`src/rtl/ctx_pkg.sv`:
```
package ctx_pkg;
    localparam int XLEN      = 32;
    localparam int PC_KEEP   = 26;
    localparam int PSW_KEEP  = 8;
    localparam int NUM_PAIRS = 2;
    localparam int PAIR_EXC  = 0;
    localparam int PAIR_NMI  = 1;

    typedef enum logic [1:0] {
        SEL_EXC_PC  = 2'd0,
        SEL_EXC_PSW = 2'd1,
        SEL_NMI_PC  = 2'd2,
        SEL_NMI_PSW = 2'd3
    } ctx_sel_e;

    typedef enum logic {
        ST_BASE = 1'b0,
        ST_NMI  = 1'b1
    } ctx_state_e;
endpackage

```
`src/rtl/ctx_evt_arb.sv`:
```
module ctx_evt_arb (
    input  logic swexc_req,
    input  logic mi_ack,
    input  logic nmi_ack,
    output logic save_exc,
    output logic save_nmi
);
    // The NMI event suppresses an ordinary save in the same cycle
    always_comb begin
        save_nmi = nmi_ack;
        save_exc = (swexc_req || mi_ack) && !nmi_ack;
    end
endmodule

```
`src/rtl/ctx_save_pair.sv`:
```
module ctx_save_pair #(
    parameter int XLEN     = 32,
    parameter int PC_KEEP  = 26,
    parameter int PSW_KEEP = 8
) (
    input  logic            clk,
    input  logic            rst_n,
    input  logic            save_en,
    input  logic [XLEN-1:0] save_pc,
    input  logic [XLEN-1:0] save_psw,
    input  logic            wr_pc,
    input  logic            wr_psw,
    input  logic [XLEN-1:0] wdata,
    output logic [XLEN-1:0] pc_q,
    output logic [XLEN-1:0] psw_q
);
    localparam int PC_ZERO  = XLEN - PC_KEEP;
    localparam int PSW_ZERO = XLEN - PSW_KEEP;

    logic [PC_KEEP-1:0]  pc_r;
    logic [PSW_KEEP-1:0] psw_r;

    // Upper bits are never stored
    logic unused_hi;
    assign unused_hi = ^{save_pc[XLEN-1:PC_KEEP], save_psw[XLEN-1:PSW_KEEP],
                         wdata[XLEN-1:PC_KEEP]};

    always_ff @(posedge clk) begin
        if (!rst_n) begin
            pc_r  <= '0;
            psw_r <= '0;
        end else if (save_en) begin
            pc_r  <= save_pc[PC_KEEP-1:0];
            psw_r <= save_psw[PSW_KEEP-1:0];
        end else begin
            if (wr_pc)  pc_r  <= wdata[PC_KEEP-1:0];
            if (wr_psw) psw_r <= wdata[PSW_KEEP-1:0];
        end
    end

    assign pc_q  = {{PC_ZERO{1'b0}}, pc_r};
    assign psw_q = {{PSW_ZERO{1'b0}}, psw_r};
endmodule

```
`src/rtl/ctx_save_unit.sv`:
```
module ctx_save_unit
    import ctx_pkg::*;
#(
    parameter int W       = ctx_pkg::XLEN,
    parameter int PC_BITS = ctx_pkg::PC_KEEP,
    parameter int PS_BITS = ctx_pkg::PSW_KEEP
) (
    input  logic         clk,
    input  logic         rst_n,
    input  logic [W-1:0] next_pc,
    input  logic [W-1:0] psw_in,
    input  logic         swexc_req,
    input  logic         mi_ack,
    input  logic         nmi_ack,
    input  logic         reti_req,
    input  logic         sw_we,
    input  logic [1:0]   sw_sel,
    input  logic [W-1:0] sw_wdata,
    input  logic [1:0]   sw_rsel,
    output logic [W-1:0] sw_rdata,
    output logic [W-1:0] rst_pc_o,
    output logic [W-1:0] rst_psw_o,
    output logic         rst_load_o
);
    logic             save_exc, save_nmi;
    logic             save_en [NUM_PAIRS];
    logic [W-1:0]     pair_pc [NUM_PAIRS];
    logic [W-1:0]     pair_psw[NUM_PAIRS];
    ctx_state_e       state_q, state_d;

    ctx_evt_arb u_arb (
        .swexc_req (swexc_req),
        .mi_ack    (mi_ack),
        .nmi_ack   (nmi_ack),
        .save_exc  (save_exc),
        .save_nmi  (save_nmi)
    );

    assign save_en[PAIR_EXC] = save_exc;
    assign save_en[PAIR_NMI] = save_nmi;

    for (genvar p = 0; p < NUM_PAIRS; p++) begin : g_pair
        localparam logic [1:0] PC_CODE  = 2'(2 * p);
        localparam logic [1:0] PSW_CODE = 2'(2 * p + 1);
        ctx_save_pair #(.XLEN(W), .PC_KEEP(PC_BITS), .PSW_KEEP(PS_BITS)) u_pair (
            .clk      (clk),
            .rst_n    (rst_n),
            .save_en  (save_en[p]),
            .save_pc  (next_pc),
            .save_psw (psw_in),
            .wr_pc    (sw_we && (sw_sel == PC_CODE)),
            .wr_psw   (sw_we && (sw_sel == PSW_CODE)),
            .wdata    (sw_wdata),
            .pc_q     (pair_pc[p]),
            .psw_q    (pair_psw[p])
        );
    end

    // Software read mux
    always_comb begin
        unique case (ctx_sel_e'(sw_rsel))
            SEL_EXC_PC:  sw_rdata = pair_pc[PAIR_EXC];
            SEL_EXC_PSW: sw_rdata = pair_psw[PAIR_EXC];
            SEL_NMI_PC:  sw_rdata = pair_pc[PAIR_NMI];
            SEL_NMI_PSW: sw_rdata = pair_psw[PAIR_NMI];
            default:     sw_rdata = '0;
        endcase
    end

    // Next-state logic
    always_comb begin
        state_d = state_q;
        unique case (state_q)
            ST_BASE: if (nmi_ack) state_d = ST_NMI;
            ST_NMI:  if (!nmi_ack && reti_req) state_d = ST_BASE;
            default: state_d = ST_BASE;
        endcase
    end

    // State register
    always_ff @(posedge clk) begin
        if (!rst_n) state_q <= ST_BASE;
        else        state_q <= state_d;
    end

    // Restore outputs
    always_ff @(posedge clk) begin
        if (!rst_n) begin
            rst_pc_o   <= '0;
            rst_psw_o  <= '0;
            rst_load_o <= 1'b0;
        end else begin
            rst_load_o <= reti_req;
            if (reti_req) begin
                unique case (state_q)
                    ST_NMI: begin
                        rst_pc_o  <= pair_pc[PAIR_NMI];
                        rst_psw_o <= pair_psw[PAIR_NMI];
                    end
                    default: begin
                        rst_pc_o  <= pair_pc[PAIR_EXC];
                        rst_psw_o <= pair_psw[PAIR_EXC];
                    end
                endcase
            end
        end
    end
endmodule

```
`config.mk`:
```
export PLATFORM = sky130hd
export DESIGN_NAME = ctx_save_unit
export DESIGN_NICKNAME = d
export VERILOG_FILES = /design/src/rtl/ctx_pkg.sv /design/src/rtl/ctx_evt_arb.sv /design/src/rtl/ctx_save_pair.sv /design/src/rtl/ctx_save_unit.sv
export SDC_FILE = /design/constraint.sdc
export NUM_CORES = 1
export LEC_CHECK = 0
export ABC_CLOCK_PERIOD_IN_PS = 2250
export BUFFER_PORTS_ARGS = -buffer_cell sky130_fd_sc_hd__buf_2
export CAP_MARGIN = 20
export CORE_AREA = 4 4 159 123
export DETAILED_ROUTE_END_ITERATION = 6
export DIE_AREA = 0 0 163 127
export PLACE_DENSITY_LB_ADDON = 0.08
export SYNTH_ARGS = -nofsm -noshare
export SYNTH_HDL_FRONTEND = slang
export SYNTH_SLANG_ARGS = --single-unit
export TNS_END_PERCENT = 30
```
`constraint.sdc`:
```
create_clock -name clk -period 2.25 [get_ports clk]
set_clock_uncertainty 0.2 [all_clocks]
set_input_delay 0.3375 -clock clk [delete_from_list [all_inputs] [get_ports clk]]
set_output_delay 0.3375 -clock clk [all_outputs]
set_load 0.05 [all_outputs]
```
After elaboration in Yosys (flattened, before gate mapping)
Index checks and enable logic that the tools add are counted.
{"block": "op_classes", "shift": 0, "n_reduce_logical": 14, "bitwise_logic": 1, "add_sub_neg": 0, "n_div": 0, "mux": 14, "multipliers": 0, "n_eq_ne": 6, "magnitude_cmp": 0}
{"op": "two-way mux 26 bit", "count": 5}
{"op": "one-hot mux 32 bit (4 select lines)", "count": 1}
{"op": "two-way mux 8 bit", "count": 5}
{"op": "== test 2 bit, second input constant", "count": 4}
{"op": "nonzero test 2 bit", "count": 4}
{"op": "logical AND 1 bit", "count": 6}
{"op": "== test 2 x 1 -> 1 bit, second input constant", "count": 2}
{"op": "zero test 2 bit", "count": 2}
{"op": "two-way mux 1 bit", "count": 2}
{"op": "one-hot mux 1 bit (2 select lines)", "count": 1}
{"op": "zero test 1 bit", "count": 1}
{"op": "logical OR 1 bit", "count": 1}
{"op": "inverter 1 bit", "count": 1}
{"block": "totals", "latch_bits": 0, "n_memories": 0, "reg_bits": 134, "wordCells": 43, "romBits": 0, "ramBits": 0}

Longest topological paths before layout
Gate-level depths: netlist of run 1.
{"block": "logic_depth", "word_depth": 4, "depth_mapped": 6, "ltp_nobuf": 3}

Hierarchy
From an unflattened synthesis of run 1, not the netlist that was laid out.
{"block": "hier_totals", "cells_unflattened": 700, "hier_area_um2": 7676.1}
{"module": "ctx_save_pair", "area_per_inst_um2": 2023.2, "n_inst": 2, "seq_area_each_um2": 680.7, "cells_per_inst": 182}
{"module": "ctx_save_unit", "area_per_inst_um2": 3612.2, "n_inst": 1, "seq_area_each_um2": 1321.3, "cells_per_inst": 334}
{"module": "ctx_evt_arb", "area_per_inst_um2": 17.5, "n_inst": 1, "seq_area_each_um2": 0.0, "cells_per_inst": 2}

Least setup slack after synthesis of run 1
OpenSTA, ideal clock, no wires.
{"block": "synth_path", "path_type": "input -> output", "startpoint": "input port sw_rsel[1]", "endpoint": "output port sw_rdata[10]", "arrival_ns": 1.663, "cell_stages": 5, "n_path_buf": 3, "required_time_ns": 1.712, "path_slack_ns": 0.049, "path_cell_list": "buf_4 > buf_4 > buf_4 > mux2i_1 > nor2_1"}
{"block": "synth_between", "elab_chain_len": 2, "elab_cells_between_ends": 5, "classes_between": "eq/ne: 3; mux: 1; reduce/logical: 1"}
{"element": "from (decl)", "line_no": "ctx_save_unit.sv:19", "rtl": "input logic [1:0] sw_rsel,"}
{"element": "== test 2 bit (tied with other cells)", "line_no": "ctx_save_unit.sv:61", "rtl": "unique case (ctx_sel_e'(sw_rsel))"}
{"element": "one-hot mux 32 bit (4 select lines) *", "line_no": "ctx_save_unit.sv:61"}
{"element": "to (decl)", "line_no": "ctx_save_unit.sv:20", "rtl": "output logic [W-1:0] sw_rdata,"}
Every way passes the cells marked *; elsewhere a longest branch is shown, timed or not. The select of a mux whose other input is x is not followed.

Final worst setup path of run 1
{"block": "layout_path", "startpoint": "input port sw_rsel[1]", "endpoint": "output port sw_rdata[0]"}
Same word-level chain as after synthesis.

==> flow_summary.ini, run 1 <==
[power]
total_power_mw = 4.87
clkPwrFrac = 0.338
p_sw_mw = 1.64
p_leak_nw = 3.11
p_int_mw = 3.24
peakVddDrop_mv = 0.293
p_per_area_mw_per_mm2 = 768
p_seq_frac = 0.427
combPwrFrac = 0.236
swShare = 0.336

[floorplan]
die_y_um = 127
die_w_um = 163
io-pin-count = 204
initial_core_util = 0.293
fp.coreArea_mm2 = 0.0181
die_area_mm2 = 0.0207
rows = 43

[critical_path]
cp_slowest_stage_delay_ns = 0.59
reg2reg_slack_ns = 0.54
path_max_fanout = 11
setup.worst_path.end = sw_rdata[0]
crit_path_frequent_cell = buf_2
worstRegToRegCells = 4
r2r_end = rst_pc_o[0]
critPathLaunch = sw_rsel[1]
start_kind = primary input
crit_type = in2out
crit_cells = 3
required_ns = 1.71
cp.arrival_ns = 1.52
crit_chain = buf_2 > mux4_2 > buf_2
slowest_stage = mux4_2
rr_startpoint = state_q
crit_family = multiplexers
critPathBufInv = 2
end_kind = output pin

[sta]
period_minus_slack_ns = 2.06
setup_violations = 0
grt_setup_unrepaired = false
fmax_mhz = 486
hold_violations = 0
hold_ws_ns = 0.0553
layout_setup_ws_ns = 0.194
slew_headroom = 0.668
post-route-period-util = 0.914
tns_ns = 0
tightestPinTransition_ns = 0.496
drv_slew = 0

[yosys]
yosys.area_share.simple = 0.119
synth_compound_area_frac = 0.228
synth_top_family_by_area = compound AO/OA/AOI/OAI gates
netlist-cell-type-count = 27
yosysSeqAreaShare = 0.393
synth_area_per_cell_um2 = 8.54
synthAdderAreaFrac = 0
syn_area_mm2 = 0.00530
yosys.area_share.xor_xnor = 0
yosys_warnings = 0
synth_seq_cells = 104
synthCells = 620
synthMuxAreaShare = 0.147

[detailed_routing]
wl_per_cell_um = 18.2
drt-initial-drc-count = 344
firstDrtPassIters = 5
vias = 4742
vias_per_cell = 4.84
ant_nets = 0
drc_errors = 0
wl_mm = 17.8

[final_layout]
nets = 834
final_cells = 979
n_antenna_cell = 0
syn2layout_area_growth_pct = 19.9
seqCellArea_mm2 = 0.00208
fin_util = 0.351
multi_input_area_mm2 = 0.00277
fillers = 1907
final_layout_size_suffix_gt1_frac = 0.249
finalInstanceArea_mm2 = 0.00635

[global_routing]
grt_max_degree = 71
grt_usage = 0.170
grt_pass1_wl_mm = 26.9
grt_remaining_overflow = 0
grt_pass1_vias = 4659
antenna_found_initial = 1

[clocking]
path_clk_slew_ns = 0.07
hold_buffers = 0
post_cts_buffers = 0
postCtsResizedCells = 0
numCtsBuffers = 9
cts_tree = built
cts_sinks = 104
cts-htree-levels = 3
clkLatencyLatePin_ns = 0.35
cts.path.max_buffers = 2
cts-root-buf = clkbuf_16

[job]
cap_violations = 0

[place]
place_congestion = 0.762
pre_cts_ws_ns = 0.159
dpl_cell_area_mm2 = 0.00604
port_buffers = 131
dp_hpwl_mm = 12.1
dp_cells = 963

[status]
status = complete, no violations

[hold_path]
worstHoldStart = sw_wdata[16]
hold_class = in2reg
## cells in the mapped netlist
| master | number | area (um2) |
|---|---|---|
| mux4_2 | 8 | 180 |
| dfxtp_1 | 104 | 2080 |
| buf_8 | 2 | 30.0 |
| buf_1 | 6 | 22.5 |
| a21boi_0 | 1 | 7.51 |
| o21bai_1 | 1 | 7.51 |
| o21ai_1 | 6 | 30.0 |
| buf_2 | 18 | 90.1 |
| a21oi_1 | 60 | 300 |
| buf_6 | 4 | 45.0 |
| and2_1 | 1 | 6.26 |
| nand2_1 | 128 | 480 |
| o21ai_0 | 62 | 310 |
| o211a_1 | 34 | 340 |
| nand2b_1 | 1 | 6.26 |
| buf_4 | 43 | 323 |
| conb_1 | 1 | 3.75 |
| inv_1 | 1 | 3.75 |
| nor3b_4 | 1 | 18.8 |
| nand3b_1 | 2 | 15.0 |
| clkbuf_1 | 20 | 75.1 |
| nand3_2 | 1 | 10.0 |
| a31oi_1 | 34 | 213 |
| nor2_1 | 18 | 67.6 |
| and3b_1 | 2 | 17.5 |
| mux2i_1 | 60 | 601 |
| or3b_1 | 1 | 8.76 |
## tightest hold or removal path, stage by stage
cell and delay (ns):
buf_2 0.11, nand2_1 0.05, a31oi_1 0.07
## kinds of logic (layout without fill, tap and decap cells)
| group | count (synthesis) | in the layout |
|---|---|---|
| other | 1 | 36 |
| AOI/OAI and AO/OA | 198 | 198 |
| buffers and inverters | 94 | 171 |
| DFF | 104 | 104 |
| muxes | 68 | 68 |
| and+or+nand+nor | 155 | 155 |
## registers in the layout, indices dropped and copies added (netlist names)
name                 flops
g_pair.u_pair.pc_r      52
rst_pc_o                26
g_pair.u_pair.psw_r     16
rst_psw_o                8
rst_load_o               1
state_q                  1
## how the worst min path moves through the flow
stage	endpoint	slack [ns]	cells after the start
after floorplan	g_pair[1].u_pair.pc_r[0]	0.24	2
after global routing	g_pair[0].u_pair.pc_r[13]	0.05	3
after detailed placement	g_pair[1].u_pair.pc_r[14]	0.26	2
after global placement	g_pair[1].u_pair.pc_r[25]	0.25	2
final	g_pair[0].u_pair.pc_r[16]	0.06	3
after CTS	g_pair[0].u_pair.pc_r[23]	0.04	3
## layout make-up
class | count | share of cell area
clock inverter | 5 | 0.00867
tap | 247 | 0.0487
multi-input combinational | 457 | 0.436
timing repair buffer | 154 | 0.138
sequential | 104 | 0.328
inverter | 1 | 0.000591
clock buffer | 11 | 0.0398
## cells in the final DEF, fill, tap and decap left out, types with 8 or more instances in the layout
master and instances:
a21oi_1 60, a31oi_1 34, buf_2 131, buf_4 19
clkbuf_16 9, conb_1 36, dfxtp_1 103, mux2i_1 60
mux4_2 8, nand2_1 128, nor2_1 18, o211a_1 34
o21ai_0 62
## per-layer routing
layer,vias to the layer above,part of all wire,global-route usage
li1,2323,-,-
met1,2232,0.47,0.244
met2,166,0.44,0.251
met3,19,0.070,0.0442
met4,2,0.013,0.0493
met5,-,0.0010,0
## power groups by stage
stage	Clock, mW	Combinational, mW	Sequential, mW
finish	1.65	1.15	2.08
global route	1.77	1.24	2.10
CTS	1.71	1.16	2.08
detailed placement	0	1.15	2.12
global placement	0	1.14	2.12
floorplan	0	0.752	2.25
(Power assumes the default switching activity.)
==> run 2: changes to the inputs <==
- CORE_AREA: 4 4 159 123 -> 4 4 190 146
- DIE_AREA: 0 0 163 127 -> 0 0 194 150
- SYNTH_HIERARCHICAL: not set -> 1
==> flow_summary.ini, run 2 <==
[critical_path]
crit_path_frequent_cell = buf_2
critPathLaunch = sw_rsel[0]
crit_type = in2out
start_kind = primary input
rr_startpoint = state_q
required_ns = 1.71
crit_chain = buf_2 > buf_12 > mux4_2 > buf_2
end_kind = output pin
cp.arrival_ns = 1.54
path_max_fanout = 27
cp_slowest_stage_delay_ns = 0.58
slowest_stage = mux4_2

[power]
p_leak_nw = 4.47
p_per_area_mw_per_mm2 = 809
clkPwrFrac = 0.417
p_seq_frac = 0.360
p_sw_mw = 2.25
total_power_mw = 7.45
p_int_mw = 5.20
combPwrFrac = 0.222
swShare = 0.302
peakVddDrop_mv = 0.494

[global_routing]
use_met2 = 0.259
grt_pass1_wl_mm = 34.9
grt_max_degree = 70
grt_usage = 0.154
grt_remaining_overflow = 0
grt_pass1_vias = 6064
grt_use_met1 = 0.193
grt_util_met3 = 0.0470
antenna_found_initial = 3
busiest_layer = met2

[detailed_routing]
firstDrtPassIters = 4
ant_nets = 0
drt-initial-drc-count = 189
drc_errors = 0
wl_mm = 22.6
vias_per_cell = 4.75
vias = 5657
wl_per_cell_um = 18.9

[sta]
hold_ws_ns = 0.0454
post-route-period-util = 0.924
tns_ns = 0
tightestPinTransition_ns = 0.545
setup_violations = 0
grt_setup_unrepaired = false
period_minus_slack_ns = 2.08
hold_violations = 0
slew_headroom = 0.638
fmax_mhz = 481
drv_slew = 0

[place]
dpl_cell_area_mm2 = 0.00856
port_buffers = 161
dp_hpwl_mm = 15.1
place_congestion = 0.747

[hold_path]
worstHoldStart = next_pc[5]
hold_class = in2reg

[final_layout]
final_common_cell = buf_2
seqCellArea_mm2 = 0.00269
finalInstanceArea_mm2 = 0.00921
layout_common_cells = buf_2, dfxtp_1, nand2b_1, o211a_1
top_register = g_pair.u_pair/pc_r
final_layout_size_suffix_gt1_frac = 0.371
fin_util = 0.357
fillers = 2598
multi_input_area_mm2 = 0.00433
syn2layout_area_growth_pct = 20.0
nets = 940
largestRegisters = g_pair.u_pair/pc_r x52, rst_pc_o x32, rst_psw_o x32
largest_reg_flops = 52

[clocking]
cts_tree = built
numCtsBuffers = 17
clkLatencyLatePin_ns = 0.42
cts_sinks = 134
postCtsResizedCells = 0
hold_buffers = 0
cts.path.max_buffers = 2
path_clk_slew_ns = 0.06
post_cts_buffers = 0
cts-htree-levels = 4
cts-root-buf = clkbuf_16

[floorplan]
io-pin-count = 204
die_w_um = 194
die_y_um = 150
initial_core_util = 0.298
fp.coreArea_mm2 = 0.0258
die_area_mm2 = 0.0291
rows = 51

[job]
cap_violations = 0

[yosys]
synth_top_area_cell = dfxtp_1
syn_area_mm2 = 0.00768
yosys_warnings = 6
synth_seq_cells = 134
yosys.cell_count.top_type = dfxtp_1
netlist-cell-type-count = 26
yosysSeqAreaShare = 0.349
synth_area_leaders = dfxtp_1, mux4_2, o211a_1, mux2i_1, mux2_4
synth_top_area_frac = 0.349
synthCells = 700
synth_edf_count = 0
async_flop_share = 0
synth_area_per_cell_um2 = 11.0
synth_commonest_cells = dfxtp_1, buf_4, nand2b_1, o211a_1
ys.flop_type = dfxtp_1

[status]
status = complete, no violations
## run 2: cell count changes after synthesis, moves of 12 or more
cell      delta
nand2b_1    +67
o211a_1     +34
a31oi_1     -34
mux2_4      +40
nor2_1      -17
nand2_1    -127
mux4_2      +23
buf_4       +27
clkbuf_1    +12
mux2_2      +28
dfxtp_1     +30
## run 2: logic make-up (layout without fill, tap and decap cells)
| kind of cell | count (synthesis) | after routing | share of synthesized area |
|---|---|---|---|
| AO/OA/AOI/OAI | 198 | 198 | 0.174 |
| buffers and inverters | 127 | 215 | 0.117 |
| flip-flops | 134 | 134 | 0.349 |
| multiplexers | 164 | 164 | 0.297 |
| AND/OR/NAND/NOR | 75 | 75 | 0.0610 |
| other | 2 | 62 | 0.000978 |
## run 2: worst max-delay path: cells and delay by family
kind / cells / cell delay, ns
buf+inv: 3 / 0.60
mux: 1 / 0.58
## run 2: power by group through the flow
stage	Sequential, mW	Combinational (mW)	Clock (mW)
floorplan	2.98	1.07	0
global placement	2.73	1.64	0
detailed placement	2.74	1.66	0
CTS	2.68	1.66	3.20
global route	2.71	1.77	3.29
finish	2.68	1.66	3.11
## run 2: area by class of cell
type	instances	area share
Multi-Input combinational cell	497	0.470
Clock buffer	23	0.0508
Timing Repair Buffer	183	0.121
Tap cell	344	0.0467
Sequential cell	134	0.292
Antenna cell	2	0.000544
Clock inverter	9	0.0188
## run 2: path summary, 6_finish.rpt
kind,end,depth (start not counted),slack (ns)
min,g_pair[0].u_pair/pc_r[5],3,0.05
max reg2reg,rst_pc_o[2],3,0.69
min reg2reg,rst_psw_o[29],2,0.32
max,sw_rdata[0],4,0.17
## run 2: per-layer routing
metal | vias up | wire [um]
li1 | 2728 | -
met1 | 2778 | 10200
met2 | 130 | 10700
met3 | 19 | 1340
met4 | 2 | 284
met5 | - | 13
## run 2: stage by stage
stage               setup WS, ns  instances
finish                     0.172       1192
global route               0.106       1192
CTS                        0.147       1190
detailed placement         0.151       1158
global placement           0.157       1158
floorplan                  0.452        758
